File: src/rtl/dram_seq_pkg.sv
// Shared types for the DRAM access sequencer.
// Assumes: one command in flight at a time; phases are walked in enum order with per-command skips.
package dram_seq_pkg;

    typedef enum logic [1:0] {
        OP_READ    = 2'b00,
        OP_WRITE   = 2'b01,
        OP_REFRESH = 2'b10
    } op_t;

    typedef enum logic [2:0] {
        PH_IDLE,
        PH_SETUP,
        PH_ROW,
        PH_COL,
        PH_REL1,
        PH_REL2,
        PH_REL3,
        PH_PRE
    } phase_t;

    // Active-high view of the strobes for one phase.
    typedef struct packed {
        logic ras;
        logic cas;
        logic we;
        logic oe;
        logic use_col;
    } strobe_t;

endpackage

File: src/rtl/dram_seq_cfg.sv
// Run-time configuration registers: split width, bank count, phase length.
// Assumes: cfg_val is wide enough to hold ROW_W; writes with out-of-range values are dropped.
module dram_seq_cfg #(
    parameter int ROW_W  = 12,
    parameter int AW_W   = 4,
    parameter int HOLD_W = 4
) (
    input  logic              clk,
    input  logic              rst_n,
    input  logic              cfg_wr,
    input  logic [1:0]        cfg_sel,
    input  logic [HOLD_W-1:0] cfg_val,
    output logic [AW_W-1:0]   abits,
    output logic              two_banks,
    output logic [HOLD_W-1:0] hold
);

    logic width_ok;
    logic banks_ok;
    logic hold_ok;

    // Range checks on the incoming value for each item.
    always_comb begin
        width_ok = (cfg_val != '0) && (int'(cfg_val) <= ROW_W);
        banks_ok = (int'(cfg_val) == 1) || (int'(cfg_val) == 2);
        hold_ok  = (cfg_val != '0);
    end

    // Register update, ignoring illegal values.
    always_ff @(posedge clk) begin
        if (!rst_n) begin
            abits     <= AW_W'(ROW_W);
            two_banks <= 1'b0;
            hold      <= HOLD_W'(1);
        end else if (cfg_wr) begin
            case (cfg_sel)
                2'd0: if (width_ok) abits <= AW_W'(cfg_val);
                2'd1: if (banks_ok) two_banks <= (int'(cfg_val) == 2);
                2'd2: if (hold_ok) hold <= cfg_val;
                default: ;
            endcase
        end
    end

    assert_width_legal_R3: assert property (@(posedge clk) disable iff (!rst_n)
        (abits != '0) && (int'(abits) <= ROW_W));

    assert_hold_nonzero_R3: assert property (@(posedge clk) disable iff (!rst_n)
        hold != '0);

endmodule

File: src/rtl/dram_seq_ref_timer.sv
// Refresh interval timer: raises a pending flag every PERIOD cycles, cleared on grant.
// Assumes: PERIOD >= 2; a new expiry in the grant cycle keeps the flag set.
module dram_seq_ref_timer #(
    parameter int PERIOD = 1560,
    parameter int CNT_W  = 11
) (
    input  logic clk,
    input  logic rst_n,
    input  logic grant,
    output logic pending
);

    logic [CNT_W-1:0] cnt;
    logic             expire;

    assign expire = (cnt == CNT_W'(PERIOD - 1));

    // Free-running interval counter.
    always_ff @(posedge clk) begin
        if (!rst_n)      cnt <= '0;
        else if (expire) cnt <= '0;
        else             cnt <= cnt + 1'b1;
    end

    // Pending flag: set on expiry, cleared when the sequencer takes it.
    always_ff @(posedge clk) begin
        if (!rst_n)      pending <= 1'b0;
        else if (expire) pending <= 1'b1;
        else if (grant)  pending <= 1'b0;
    end

    assert_pending_kept_R10: assert property (@(posedge clk) disable iff (!rst_n)
        (pending && !grant) |=> pending);

endmodule

File: src/rtl/dram_seq_split.sv
// Address splitter: row and column halves of a linear address for a run-time width, plus bank bit.
// Assumes: abits is in 1..ROW_W (guaranteed by the configuration block).
module dram_seq_split #(
    parameter int ROW_W  = 12,
    parameter int AW_W   = 4,
    parameter int ADDR_W = 25
) (
    input  logic [ADDR_W-1:0] addr,
    input  logic [AW_W-1:0]   abits,
    input  logic              two_banks,
    output logic [ROW_W-1:0]  row,
    output logic [ROW_W-1:0]  col,
    output logic              bank
);

    logic [ROW_W-1:0]  mask;
    logic [ADDR_W-1:0] row_shift;
    logic [ADDR_W-1:0] bank_shift;

    // Barrel shifts and masking for the configured width.
    always_comb begin
        mask       = {ROW_W{1'b1}} >> (ROW_W - int'(abits));
        row_shift  = addr >> abits;
        bank_shift = addr >> {abits, 1'b0};
        row        = row_shift[ROW_W-1:0] & mask;
        col        = addr[ROW_W-1:0] & mask;
        bank       = two_banks & bank_shift[0];
    end

endmodule

File: src/rtl/dram_seq_ctrl.sv
// Phase sequencer: takes commands, steps strobes phase by phase, captures read data.
// Assumes: row/col/bank are valid in the accept cycle; phase length is latched at start.
module dram_seq_ctrl
    import dram_seq_pkg::*;
#(
    parameter int ROW_W  = 12,
    parameter int DATA_W = 8,
    parameter int HOLD_W = 4,
    parameter int NUM_RAS = 2
) (
    input  logic               clk,
    input  logic               rst_n,
    input  logic               req_valid,
    input  logic [1:0]         req_cmd,
    input  logic [ROW_W-1:0]   row,
    input  logic [ROW_W-1:0]   col,
    input  logic               bank,
    input  logic [DATA_W-1:0]  wdata,
    input  logic [HOLD_W-1:0]  hold,
    input  logic               ref_pending,
    input  logic [DATA_W-1:0]  dq_in,
    output logic               req_ready,
    output logic               ref_grant,
    output logic [ROW_W-1:0]   dram_a,
    output logic [NUM_RAS-1:0] ras_n,
    output logic               cas_n,
    output logic               we_n,
    output logic [DATA_W-1:0]  dq_out,
    output logic               dq_oe,
    output logic               done,
    output logic [DATA_W-1:0]  rdata
);

    phase_t              ph;
    phase_t              ph_nxt;
    op_t                 op;
    op_t                 op_in;
    logic                host;
    logic [ROW_W-1:0]    row_q;
    logic [ROW_W-1:0]    col_q;
    logic                bank_q;
    logic [DATA_W-1:0]   wdata_q;
    logic [HOLD_W-1:0]   hold_q;
    logic [HOLD_W-1:0]   cnt;
    logic                idle;
    logic                ph_end;
    strobe_t             st;

    assign idle      = (ph == PH_IDLE);
    assign req_ready = idle && !ref_pending;
    assign ref_grant = idle && ref_pending;
    assign ph_end    = !idle && (cnt == hold_q - 1'b1);
    assign op_in     = req_cmd[1] ? OP_REFRESH : (req_cmd[0] ? OP_WRITE : OP_READ);

    // Next phase, with per-command skips.
    always_comb begin
        case (ph)
            PH_SETUP: ph_nxt = PH_ROW;
            PH_ROW:   ph_nxt = (op == OP_REFRESH) ? PH_REL1 : PH_COL;
            PH_COL:   ph_nxt = PH_REL1;
            PH_REL1:  ph_nxt = (op == OP_WRITE) ? PH_REL2 : PH_PRE;
            PH_REL2:  ph_nxt = PH_REL3;
            PH_REL3:  ph_nxt = PH_PRE;
            default:  ph_nxt = PH_IDLE;
        endcase
    end

    // Phase state, phase counter and command latching.
    always_ff @(posedge clk) begin
        if (!rst_n) begin
            ph      <= PH_IDLE;
            op      <= OP_READ;
            host    <= 1'b0;
            cnt     <= '0;
            hold_q  <= HOLD_W'(1);
            row_q   <= '0;
            col_q   <= '0;
            bank_q  <= 1'b0;
            wdata_q <= '0;
        end else if (idle) begin
            cnt <= '0;
            if (ref_pending) begin
                ph     <= PH_SETUP;
                op     <= OP_REFRESH;
                host   <= 1'b0;
                hold_q <= hold;
            end else if (req_valid) begin
                ph      <= PH_SETUP;
                op      <= op_in;
                host    <= 1'b1;
                hold_q  <= hold;
                row_q   <= row;
                col_q   <= col;
                bank_q  <= bank;
                wdata_q <= wdata;
            end
        end else if (ph_end) begin
            cnt <= '0;
            ph  <= ph_nxt;
        end else begin
            cnt <= cnt + 1'b1;
        end
    end

    // Completion pulse and read-data capture.
    always_ff @(posedge clk) begin
        if (!rst_n) begin
            done  <= 1'b0;
            rdata <= '0;
        end else begin
            done <= (ph == PH_PRE) && ph_end && host;
            if ((ph == PH_COL) && ph_end && (op == OP_READ)) rdata <= dq_in;
        end
    end

    // Strobe pattern for the current command and phase.
    always_comb begin
        st = '0;
        case (op)
            OP_REFRESH: begin
                case (ph)
                    PH_SETUP: st.cas = 1'b1;
                    PH_ROW:   begin st.cas = 1'b1; st.ras = 1'b1; end
                    PH_REL1:  st.ras = 1'b1;
                    default:  ;
                endcase
            end
            OP_WRITE: begin
                case (ph)
                    PH_SETUP: begin st.we = 1'b1; st.oe = 1'b1; end
                    PH_ROW:   begin st.we = 1'b1; st.oe = 1'b1; st.ras = 1'b1; end
                    PH_COL:   begin st.we = 1'b1; st.oe = 1'b1; st.ras = 1'b1; st.cas = 1'b1; st.use_col = 1'b1; end
                    PH_REL1:  begin st.we = 1'b1; st.oe = 1'b1; st.cas = 1'b1; st.use_col = 1'b1; end
                    PH_REL2:  begin st.we = 1'b1; st.oe = 1'b1; st.use_col = 1'b1; end
                    PH_REL3:  begin st.we = 1'b1; st.use_col = 1'b1; end
                    default:  ;
                endcase
            end
            default: begin
                case (ph)
                    PH_ROW:  st.ras = 1'b1;
                    PH_COL:  begin st.ras = 1'b1; st.cas = 1'b1; st.use_col = 1'b1; end
                    PH_REL1: begin st.cas = 1'b1; st.use_col = 1'b1; end
                    default: ;
                endcase
            end
        endcase
    end

    // One row strobe per bank; refresh lowers all of them.
    for (genvar i = 0; i < NUM_RAS; i++) begin : g_ras
        assign ras_n[i] = !(st.ras && ((op == OP_REFRESH) || (bank_q == 1'(i))));
    end

    assign cas_n  = !st.cas;
    assign we_n   = !st.we;
    assign dq_oe  = st.oe;
    assign dq_out = wdata_q;
    assign dram_a = st.use_col ? col_q : row_q;

    assert_quiet_idle_R1: assert property (@(posedge clk) disable iff (!rst_n)
        idle |-> ((&ras_n) && cas_n && we_n && !dq_oe));

    assert_drive_only_write_R5: assert property (@(posedge clk) disable iff (!rst_n)
        dq_oe |-> !we_n);

    assert_cas_first_R7: assert property (@(posedge clk) disable iff (!rst_n)
        ((op == OP_REFRESH) && $fell(ras_n[0])) |-> (!cas_n && $past(!cas_n)));

    assert_one_bank_R4: assert property (@(posedge clk) disable iff (!rst_n)
        (op != OP_REFRESH) |-> ($countones(~ras_n) <= 1));

    assert_done_pulse_R9: assert property (@(posedge clk) disable iff (!rst_n)
        done |=> !done);

    assert_phase_len_R8: assert property (@(posedge clk) disable iff (!rst_n)
        !idle |-> (cnt < hold_q));

    assert_no_preempt_R10: assert property (@(posedge clk) disable iff (!rst_n)
        !idle |=> $stable(op));

endmodule

File: src/rtl/dram_seq.sv
// Top: DRAM access sequencer with run-time address split, two banks and timed refresh.
// Assumes: dq_out/dq_oe feed an external tristate; dq_in is stable in the column phase of reads.
module dram_seq #(
    parameter int ROW_W          = 12,
    parameter int DATA_W         = 8,
    parameter int HOLD_W         = 4,
    parameter int REFRESH_PERIOD = 1560,
    localparam int ADDR_W        = 2 * ROW_W + 1,
    localparam int AW_W          = $clog2(ROW_W + 1),
    localparam int TMR_W         = $clog2(REFRESH_PERIOD + 1),
    localparam int NUM_RAS       = 2
) (
    input  logic               clk,
    input  logic               rst_n,
    input  logic               cfg_wr,
    input  logic [1:0]         cfg_sel,
    input  logic [HOLD_W-1:0]  cfg_val,
    input  logic               req_valid,
    output logic               req_ready,
    input  logic [1:0]         req_cmd,
    input  logic [ADDR_W-1:0]  req_addr,
    input  logic [DATA_W-1:0]  req_wdata,
    output logic               done,
    output logic [DATA_W-1:0]  rdata,
    output logic [ROW_W-1:0]   dram_a,
    output logic [NUM_RAS-1:0] ras_n,
    output logic               cas_n,
    output logic               we_n,
    output logic [DATA_W-1:0]  dq_out,
    output logic               dq_oe,
    input  logic [DATA_W-1:0]  dq_in
);

    logic [AW_W-1:0]   abits;
    logic              two_banks;
    logic [HOLD_W-1:0] hold;
    logic              ref_pending;
    logic              ref_grant;
    logic [ROW_W-1:0]  row;
    logic [ROW_W-1:0]  col;
    logic              bank;

    dram_seq_cfg #(.ROW_W(ROW_W), .AW_W(AW_W), .HOLD_W(HOLD_W)) i_cfg (
        .clk(clk), .rst_n(rst_n), .cfg_wr(cfg_wr), .cfg_sel(cfg_sel), .cfg_val(cfg_val),
        .abits(abits), .two_banks(two_banks), .hold(hold)
    );

    dram_seq_ref_timer #(.PERIOD(REFRESH_PERIOD), .CNT_W(TMR_W)) i_timer (
        .clk(clk), .rst_n(rst_n), .grant(ref_grant), .pending(ref_pending)
    );

    dram_seq_split #(.ROW_W(ROW_W), .AW_W(AW_W), .ADDR_W(ADDR_W)) i_split (
        .addr(req_addr), .abits(abits), .two_banks(two_banks),
        .row(row), .col(col), .bank(bank)
    );

    dram_seq_ctrl #(.ROW_W(ROW_W), .DATA_W(DATA_W), .HOLD_W(HOLD_W), .NUM_RAS(NUM_RAS)) i_ctrl (
        .clk(clk), .rst_n(rst_n), .req_valid(req_valid), .req_cmd(req_cmd),
        .row(row), .col(col), .bank(bank), .wdata(req_wdata), .hold(hold),
        .ref_pending(ref_pending), .dq_in(dq_in), .req_ready(req_ready), .ref_grant(ref_grant),
        .dram_a(dram_a), .ras_n(ras_n), .cas_n(cas_n), .we_n(we_n),
        .dq_out(dq_out), .dq_oe(dq_oe), .done(done), .rdata(rdata)
    );

    assert_ready_blocked_R10: assert property (@(posedge clk) disable iff (!rst_n)
        ref_pending |-> !req_ready);

endmodule

File: config.mk
export PLATFORM = sky130hd
export DESIGN_NAME = dram_seq
export DESIGN_NICKNAME = d
export VERILOG_FILES = /design/src/rtl/dram_seq_pkg.sv /design/src/rtl/dram_seq_cfg.sv /design/src/rtl/dram_seq_ref_timer.sv /design/src/rtl/dram_seq_split.sv /design/src/rtl/dram_seq_ctrl.sv /design/src/rtl/dram_seq.sv
export SDC_FILE = /design/constraint.sdc
export NUM_CORES = 1
export LEC_CHECK = 0
export BUFFER_PORTS_ARGS = -buffer_cell sky130_fd_sc_hd__buf_2
export CORE_ASPECT_RATIO = 0.7
export CORE_MARGIN = 2
export CORE_UTILIZATION = 63
export CTS_BUF_LIST = sky130_fd_sc_hd__clkbuf_2
export DETAILED_ROUTE_END_ITERATION = 6
export PLACE_DENSITY = 0.87
export SLEW_MARGIN = 20
export SYNTH_ARGS = -nofsm -noshare
export SYNTH_HDL_FRONTEND = slang
export SYNTH_SLANG_ARGS = --single-unit
File: constraint.sdc
create_clock -name clk -period 3.3 [get_ports clk]
set_input_delay 0.495 -clock clk [delete_from_list [all_inputs] [get_ports clk]]
set_output_delay 0.495 -clock clk [all_outputs]
set_load 0.02 [all_outputs]
==> metrics.csv, run 1 <==
metric,value,unit
status,completed,
Synth Cell Area,4765,um^2
# DRC,0,
sequential share of the synthesized area,0.3235,
post-synth top area share,0.3235,
Chip Height,76.76,um
VDD IR max,0.3875,mV
gpl congestion,0.9640,
initial antenna violation count,0,
fin. max-slew vios,0,
min cycle time layout,3.240,ns
setup slack at placement,0.4749,ns
clk sinks,77,
FF-to-FF path depth,5,
dpl hpwl,8944,um
mean area per synthesized cell,9.041,um^2
worst-case clock buffer depth,2,
"CTS clk-pin slew, worst paths",0.23,ns
vias in the first global route,4028,
crit path capture type,output pin,
GRT overflow,0,
Ys Warns,0,
Synth cell types,59,
1st-iter DRT viols,516,
Worst-Skew Late Latency,0.56,ns
critical path launch point,i_ctrl.op[1]$_SDFFE_PN0P_,
Synth area leaders,"dfxtp_1, mux4_2, nand2_1",
syn nets,588,
site row count,26,
Setup Viol. Count Final,0,
CTS buffer count,9,
Worst Slack Setup Final,0.05987,ns
initial core utilization,0.6509,
cell area power density,503.9,nW/um^2
via count,4337,
Worst Setup EP,dram_a[11],
"setup slack, reg-to-reg",0.61,ns
largest net degree at the start of global routing,38,
critical path startpoint category,flop,
global-route wire length before repair,20020,um
IO Pins,88,
core area,7320,um^2
crit path max fanout,9,
ys flop type,dfxtp_1,
CTS tree,built,
CP arrival,2.75,ns
end-of-flow core utilization,0.7282,
routed wire length,12390,um
CP Class,flop to output pin,
Final Hold Vio Count,0,
"Data required, critical path",2.80,ns
Root Buffer,clkbuf_2,
P&R area growth vs syn,11.87,%
Wirelength per Cell,17.67,um
fillers,547,
type of the most critical hold path,primary input to flop,
die width,107.9,um
worst clock skew,0.04177,ns
Worst-Margin Slew,0.9968,ns
worst reg2reg startpoint,i_ctrl.ph[2]$_SDFFE_PN0P_,
"area leader, netlist",dfxtp_1,
ant diodes,0,
max_slew headroom,0.3355,
leakage power,2.234,nW
H-tree Lvls,3,
fin crit share,0.9819,
share of layout cells above drive strength 1,0.2919,
Power Total,2.686,mW
Tot GR Track Use,0.3076,
# port buffers,87,
"EDFF count, synth",0,
die area,8285,um^2
r2r endpoint,i_ctrl.row_q[9]$_SDFFE_PN0P_,
First-pass DRT Iterations,5,
Synth Register Bits,77,
Post-Synthesis Cells,527,
Achievable Freq,0.3086,GHz
ys async rst share,0,
max cap viols,0,
nets,660,
average vias per placed instance,6.187,
Antenna Violating Nets Remaining,0,
-- cell type report --
cell class,instances,area (um^2),area share
repair buffers,100,540.5,0.1014
flip-flops and latches,77,1545,0.2899
clock inverters,5,28.78,0.005399
inverters,16,60.06,0.01127
well taps,98,122.6,0.02300
clock buffers,10,50.05,0.009390
multi-input cells,395,2983,0.5596
-- flip-flops by register name, summed over array words and instances (netlist names), 8 cells and up --
signal and cells:
i_ctrl.rdata 8, i_ctrl.row_q 12, i_timer.cnt 11, i_ctrl.dq_out 8, i_ctrl.col_q 12
-- worst min-delay path by stage --
stage,from,to,slack [ns],depth (start not counted)
floorplan,i_timer.cnt[0]$_SDFF_PP0_,i_timer.cnt[0]$_SDFF_PP0_,0.41,1
global placement,i_timer.cnt[0]$_SDFF_PP0_,i_timer.cnt[0]$_SDFF_PP0_,0.43,1
detailed placement,i_timer.cnt[0]$_SDFF_PP0_,i_timer.cnt[0]$_SDFF_PP0_,0.43,1
CTS,dq_in[7],i_ctrl.rdata[7]$_SDFFE_PN0P_,0.13,3
global route,dq_in[5],i_ctrl.rdata[5]$_SDFFE_PN0P_,0.10,3
finish,dq_in[7],i_ctrl.rdata[7]$_SDFFE_PN0P_,0.15,3
-- worst max-delay path: stages (launching register included) --
cell	delay, ns
dfxtp_2	0.39
inv_1	0.07
ha_1	0.35
nor2b_2	0.18
nor3_1	0.07
a31o_2	0.25
a21oi_4	0.19
buf_8	0.18
mux2_2	0.35
buf_2	0.16
-- per-layer routing --
metal | up-vias | GRT usage | routed length, um
met5 | - | 0 | 0
met3 | 20 | 0.09354 | 1199
met1 | 2043 | 0.4349 | 5296
met4 | 0 | 0.08590 | 213
li1 | 2052 | - | -
met2 | 222 | 0.4572 | 5680
-- cell usage in the layout (no fill, tap or decap), types with 4 or more instances in the layout --
cell and count:
a21oi_1 32, nand2b_1 5, buf_4 12, xnor2_1 8
clkinv_2 4, nor3_1 9, and3_1 8, nand3_1 18
ha_1 8, clkbuf_2 10, dfxtp_1 74, a22oi_1 5
a32o_1 6, xor2_1 9, a211oi_1 5, nand4_1 5
mux2_2 18, o21ai_0 20, nor2_1 52, o211ai_1 6
inv_1 15, mux4_2 30, mux2i_1 20, nand2_1 79
buf_2 87
-- per-stage QoR --
step / TNS, ns / std cells / hold slack, ns / instance area (um^2)
2_1_floorplan: 0 / 527 / 0.4132 / 4765
3_3_place_gp: 0 / 684 / 0.4279 / 5213
3_5_place_dp: 0 / 684 / 0.4326 / 5213
4_1_cts: 0 / 699 / 0.1259 / 5306
5_1_grt: -0.1101 / 701 / 0.1038 / 5330
6_report: 0 / 701 / 0.1456 / 5330
-- what timing repair did --
item                       in CTS  in global routing
buffers inserted                0                  2
pin swaps                       0                  1
setup endpoints to repair       9                  9
cloned                          0                  0
hold buffers                    0                  0
gates resized for setup         3                  4
-- cells in the mapped netlist (all sizes together), types with 6 or more instances --
master / count
o211ai: 6
mux4: 30
xor2: 9
nand3: 18
nand2: 79
dfxtp: 77
a21oi: 33
xnor2: 8
and3: 8
nor3: 9
clkbuf: 21
mux2i: 20
a32o: 6
o21ai: 20
mux2: 18
inv: 16
nor2: 53
buf: 18
ha: 8
-- power breakdown --
part / total, mW / switching (mW) / internal [mW]
Combinational: 1.12 / 0.677 / 0.445
Clock: 0.415 / 0.320 / 0.0945
Sequential: 1.15 / 0.103 / 1.05
Total: 2.69 / 1.10 / 1.59
-- cell families after synthesis --
| family | share of synthesized area |
|---|---|
| xor+xnor | 0.03624 |
| mux | 0.2264 |
| buf+inv | 0.05331 |
| flops | 0.3235 |
| compound gates | 0.1458 |
| simple gates | 0.1938 |
| fa+ha+maj | 0.02101 |
(Power assumes the default switching activity.)
==> run 2, diff against run 1 <==
Clock period 3.3 ns to 4 ns, I/O delays scaled along.
==> run 2 against run 1 <==
- count of clock-buffer cells in the layout is the same
- first-iteration DRC count shrank 4.8%
- utilization shrank 1.0 points
- global-route usage shrank 1.4 points
- critical path type unchanged
- hold slack gained 0.15 ns
- critical path depth is the same
- setup slack gained 0.46 ns
- clock skew shrank 0.0086 ns
- clock power shrank 23%
- combinational power shrank 21%
- sequential share of layout area grew 0.36 points
==> metrics.csv, run 2 (synthesized netlist as in run 1, its figures left out) <==
metric,value,unit
worst-case hold slack,0.2907,ns
GRT overflow,0,
Antenna Violating Nets Remaining,0,
Finished Layout Cells,694,
global-route wire length before repair,19520,um
core area,7320,um^2
Comb pwr share,0.411,
TNS Setup,0,ns
"setup slack, reg-to-reg",1.32,ns
IO Pins,88,
Root Buffer,clkbuf_2,
"commonest cells after routing, fill and taps aside","buf_2, nand2_1, dfxtp_1",
VDD IR max,0.2987,mV
Min-Delay Startpoint,req_wdata[7],
Achievable Freq,0.2870,GHz
sequential power share,0.441,
hold buffers post-CTS,0,
initial antenna violation count,0,
Tot GR Track Use,0.2939,
via count,4365,
Wirelength per Cell,17.11,um
average vias per placed instance,6.290,
CP arrival,2.88,ns
crit path capture type,output pin,
Worst-Skew Late Latency,0.52,ns
Worst-Margin Slew,0.9887,ns
CTS buffer count,9,
routed wire length,11870,um
setup bufs post-CTS,0,
P_int,1.282,mW
final instance area,5256,um^2
status,completed,
leakage power,2.190,nW
crit path max fanout,9,
fin. max-slew vios,0,
critical path startpoint category,flop,
fin crit share,0.8711,
"CTS clk-pin slew, worst paths",0.20,ns
vias in the first global route,3997,
clk sinks,77,
DP Area,5190,um^2
worst-case clock buffer depth,2,
max cap viols,0,
# port buffers,87,
initial core utilization,0.6509,
"Data required, critical path",3.40,ns
Hold Path End,i_ctrl.dq_out[7]$_SDFFE_PN0P_,
CTS tree,built,
First-pass DRT Iterations,5,
CP Class,flop to output pin,
site row count,26,
cell area power density,409.0,nW/um^2
1st-iter DRT viols,491,
worst clock skew,0.03320,ns
"commonest non-fill, non-tap cell in the layout",buf_2,
number of gates resized after CTS,0,
dpl hpwl,8747,um
RSZ-0062 raised after global routing,false,
r2r endpoint,i_ctrl.row_q[9]$_SDFFE_PN0P_,
share of layout cells above drive strength 1,0.2752,
nets,655,
Chip Height,76.76,um
hold depth,3,
power share of the clock group,0.148,
Setup Viol. Count Final,0,
largest net degree at the start of global routing,39,
gpl congestion,0.9673,
type of the most critical hold path,primary input to flop,
Final Hold Vio Count,0,
H-tree Lvls,3,
worst reg2reg startpoint,i_ctrl.ph[2]$_SDFFE_PN0P_,
min cycle time layout,3.485,ns
die width,107.9,um
FF-to-FF path depth,5,
largest registers,"i_ctrl.col_q x12, i_ctrl.row_q x12, i_timer.cnt x11",
P&R area growth vs syn,10.32,%
end-of-flow core utilization,0.7181,
placed insts,681,
die area,8285,um^2
sw frac,0.4035,
# DRC,0,
ant diodes,0,
max_slew headroom,0.3409,
Net Switching,0.8674,mW
[run 2: critical path: stages, from the launching register on]
cell and delay [ns]:
dfxtp_1 0.41, inv_1 0.08, ha_1 0.32, nor2b_1 0.18, nor3_1 0.07, a31o_2 0.23
a21oi_1 0.31, buf_4 0.28, mux2_2 0.36, buf_2 0.16
[run 2: worst max-delay path by stage]
stage / end / cells past startpoint / startpoint / slack [ns]
after floorplan: dram_a[0] / 8 / i_ctrl.op[0]$_SDFFE_PN0P_ / 1.43
after global placement: dram_a[6] / 9 / i_ctrl.op[0]$_SDFFE_PN0P_ / 1.20
after detailed placement: dram_a[0] / 9 / i_ctrl.op[0]$_SDFFE_PN0P_ / 1.07
after CTS: dram_a[0] / 9 / i_ctrl.op[0]$_SDFFE_PN0P_ / 0.49
after global routing: dram_a[0] / 9 / i_ctrl.op[1]$_SDFFE_PN0P_ / 0.32
final: dram_a[0] / 9 / i_ctrl.op[0]$_SDFFE_PN0P_ / 0.52
[run 2: area by class of cell]
class                      instances  area (um^2)
clock inverter                     3        16.27
inverter                          16        60.06
sequential                        77         1543
fill                             560         2063
clock buffer                      10        50.05
tap                               98        122.6
multi-input combinational        395         2969
timing repair buffer              95        495.5
[run 2: layer usage]
metal  wire, um  share of wire  global-route usage  vias to the layer above
li1           -              -                   -                     2041
met1       5013           0.42              0.4149                     2067
met2       5409           0.46              0.4535                      231
met3       1268           0.11             0.07568                       26
met4        181          0.015             0.07051                        0
met5          0              0                   0                        -
[run 2: per-stage QoR]
step | total power, mW | setup slack (ns)
after floorplan | 1.611 | 1.434
after global placement | 1.793 | 1.200
after detailed placement | 1.829 | 1.069
after CTS | 2.145 | 0.4851
after global routing | 2.274 | 0.3208
final | 2.150 | 0.5154
[run 2: power groups by stage]
stage / sequential (mW) / clock, mW / combinational, mW
finish: 0.948 / 0.318 / 0.884
floorplan: 0.942 / 0 / 0.669
global route: 0.960 / 0.356 / 0.958
CTS: 0.945 / 0.327 / 0.874
global placement: 0.956 / 0 / 0.838
detailed placement: 0.960 / 0 / 0.869
==> run 3, diff against run 2 <==
Settings changed: ABC_AREA set to 1, CORE_UTILIZATION 63 to 62, PLACE_DENSITY 0.87 to 0.86.
==> run 3 against run 2 <==
- clock power rose by 17%
- flip-flop and latch count did not move
- clock skew fell by 0.010 ns
- the flow now finishes with violations (DRC)
- utilization fell by 1.5 points
- sequential power rose by 0.6%
- cell area fell by 3.4%
- first-iteration DRC count rose by 13%
- via count rose by 12%
==> metrics.csv, run 3 <==
metric,value,unit
setup slack at placement,1.438,ns
Setup Viol. Count Final,0,
H-tree Lvls,3,
dpl hpwl,8776,um
leakage power,2.319,nW
Synth area leaders,"dfxtp_1, nand2_1, nand3_1",
die area,8118,um^2
Net Switching,1.094,mW
CTS buffer count,9,
Multi-input gate area,2643,um^2
min cycle time layout,3.210,ns
"area leader, netlist",dfxtp_1,
via count,4895,
syn nets,773,
cell area power density,466.8,nW/um^2
fillers,661,
most frequent CP cell,nand2_1,
"Data required, critical path",3.40,ns
worst path cell trace,"nand2_1, inv_1, nand2_2, nand2_1, a31oi_1, a21oi_4, nand2_1, o21ai_2, buf_2",
average vias per placed instance,5.544,
worst-case hold slack,0.2577,ns
Ys Warns,0,
post-synth top area share,0.3359,
"CTS clk-pin slew, worst paths",0.22,ns
Synth Register Bits,77,
1st-iter DRT viols,555,
P&R area growth vs syn,10.66,%
ant diodes,0,
die width,106.8,um
Synth cell types,39,
Top delay family on crit path,compound AO/OA/AOI/OAI gates,
gpl congestion,0.9575,
P_int,1.276,mW
Tot GR Track Use,0.2952,
max cap viols,0,
"commonest cells after routing, fill and taps aside","nand2_1, nand3_1, buf_2",
global-route wire length before repair,19510,um
GRT overflow,0,
most common cell in the netlist,nand2_1,
grt met1 use,0.4431,
"commonest non-fill, non-tap cell in the layout",nand2_1,
crit-path max cell delay,0.59,ns
nets,841,
TNS Setup,0,ns
worst clock skew,0.02303,ns
Synth Cell Area,4589,um^2
setup bufs post-CTS,0,
largest registers,"i_ctrl.col_q x12, i_ctrl.row_q x12, i_timer.cnt x11",
max_slew headroom,0.4514,
IO Pins,88,
largest net degree at the start of global routing,46,
First-pass DRT Iterations,7,
initial core utilization,0.6355,
share of layout cells above drive strength 1,0.1758,
hold buffers post-CTS,0,
VDD IR max,0.3496,mV
Achievable Freq,0.3116,GHz
ys async rst share,0,
site row count,26,
CP Class,flop to output pin,
Worst Slack Setup Final,0.7905,ns
RSZ-0062 raised after global routing,false,
initial antenna violation count,0,
critical path's slowest cell,a21oi_4,
GR peak layer,met1,
# port buffers,87,
Post-Synthesis Cells,712,
worst-case clock buffer depth,2,
Final Hold Vio Count,0,
power share of the clock group,0.157,
# DRC,4,
ys flop type,dfxtp_1,
Chip Height,75.99,um
mean area per synthesized cell,6.446,um^2
"Buf+Inv Stages, Crit Path",2,
GRT met2 Usage,0.4236,
critical path startpoint category,flop,
Worst-Margin Slew,0.8174,ns
Root Buffer,clkbuf_2,
vias in the first global route,4207,
Wirelength per Cell,13.29,um
fin. max-slew vios,0,
Post-synth top cells,"nand2_1, nand3_1, dfxtp_1",
sequential share of the synthesized area,0.3359,
failing checks,DRC,
Worst-Skew Late Latency,0.55,ns
clk sinks,77,
sw frac,0.4616,
CTS tree,built,
met3 Track Usage GR,0.06929,
number of gates resized after CTS,0,
routed wire length,11730,um
core area,7222,um^2
sequential power share,0.402,
end-of-flow core utilization,0.7032,
fin crit share,0.8024,
crit path capture type,output pin,
Antenna Violating Nets Remaining,0,
Comb pwr share,0.441,
"EDFF count, synth",0,
type of the most critical hold path,primary input to flop,
CP arrival,2.61,ns
status,"complete, but fails checks",
area taken by flip-flops and latches,1541,um^2
crit path max fanout,24,
==> run 3: kinds of logic after synthesis <==
family	synth area share
AND/OR/NAND/NOR	0.4130
AO/OA/AOI/OAI	0.1221
buffers and inverters	0.08833
flip-flops	0.3359
XOR/XNOR	0.01881
adder cells (fa/ha/maj)	0.02181
==> run 3: worst paths after layout <==
check,startpoint,endpoint,slack (ns),depth (start not counted)
worst min-delay path,req_wdata[0],i_ctrl.dq_out[0]$_SDFFE_PN0P_,0.26,3
worst min register to register,i_timer.cnt[0]$_SDFF_PP0_,i_timer.cnt[0]$_SDFF_PP0_,0.46,1
worst max-delay path,i_ctrl.ph[0]$_SDFFE_PN0P_,dram_a[4],0.79,9
worst max register to register,i_cfg.abits[0]$_SDFFE_PN0P_,i_ctrl.row_q[1]$_SDFFE_PN0P_,1.60,10
==> run 3: routing by layer <==
| metal | wire [um] | part of all wire |
|---|---|---|
| met5 | 0 | 0 |
| met1 | 5524 | 0.47 |
| met4 | 157 | 0.013 |
| met3 | 1181 | 0.10 |
| met2 | 4868 | 0.41 |
==> run 3: tightest hold or removal path, stage by stage <==
cell and delay (ns):
buf_2 0.07, nor2_1 0.03, nor2_1 0.08
==> run 3: cell type report <==
cell class                      instances  area share
Clock buffer                            9    0.008869
Clock inverter                          7     0.01010
Inverter                               58     0.04287
Multi-Input combinational cell        544      0.5203
Sequential cell                        77      0.3035
Tap cell                               98     0.02414
Timing Repair Buffer                   90     0.09017
==> run 3: stage by stage <==
step | area [um^2] | cells | power, mW
final | 5079 | 883 | 2.370
after global routing | 5079 | 883 | 2.543
after CTS | 5079 | 883 | 2.361
after detailed placement | 4982 | 867 | 1.994
after global placement | 4982 | 867 | 1.959
after floorplan | 4589 | 712 | 1.753
==> run 3: power by group through the flow <==
stage                     clock, mW  combinational [mW]  sequential, mW
after CTS                     0.378                1.03           0.951
after global routing          0.407                1.17           0.968
after floorplan                   0               0.778           0.974
after detailed placement          0                1.03           0.966
final                         0.373                1.04           0.954
after global placement            0                1.00           0.958
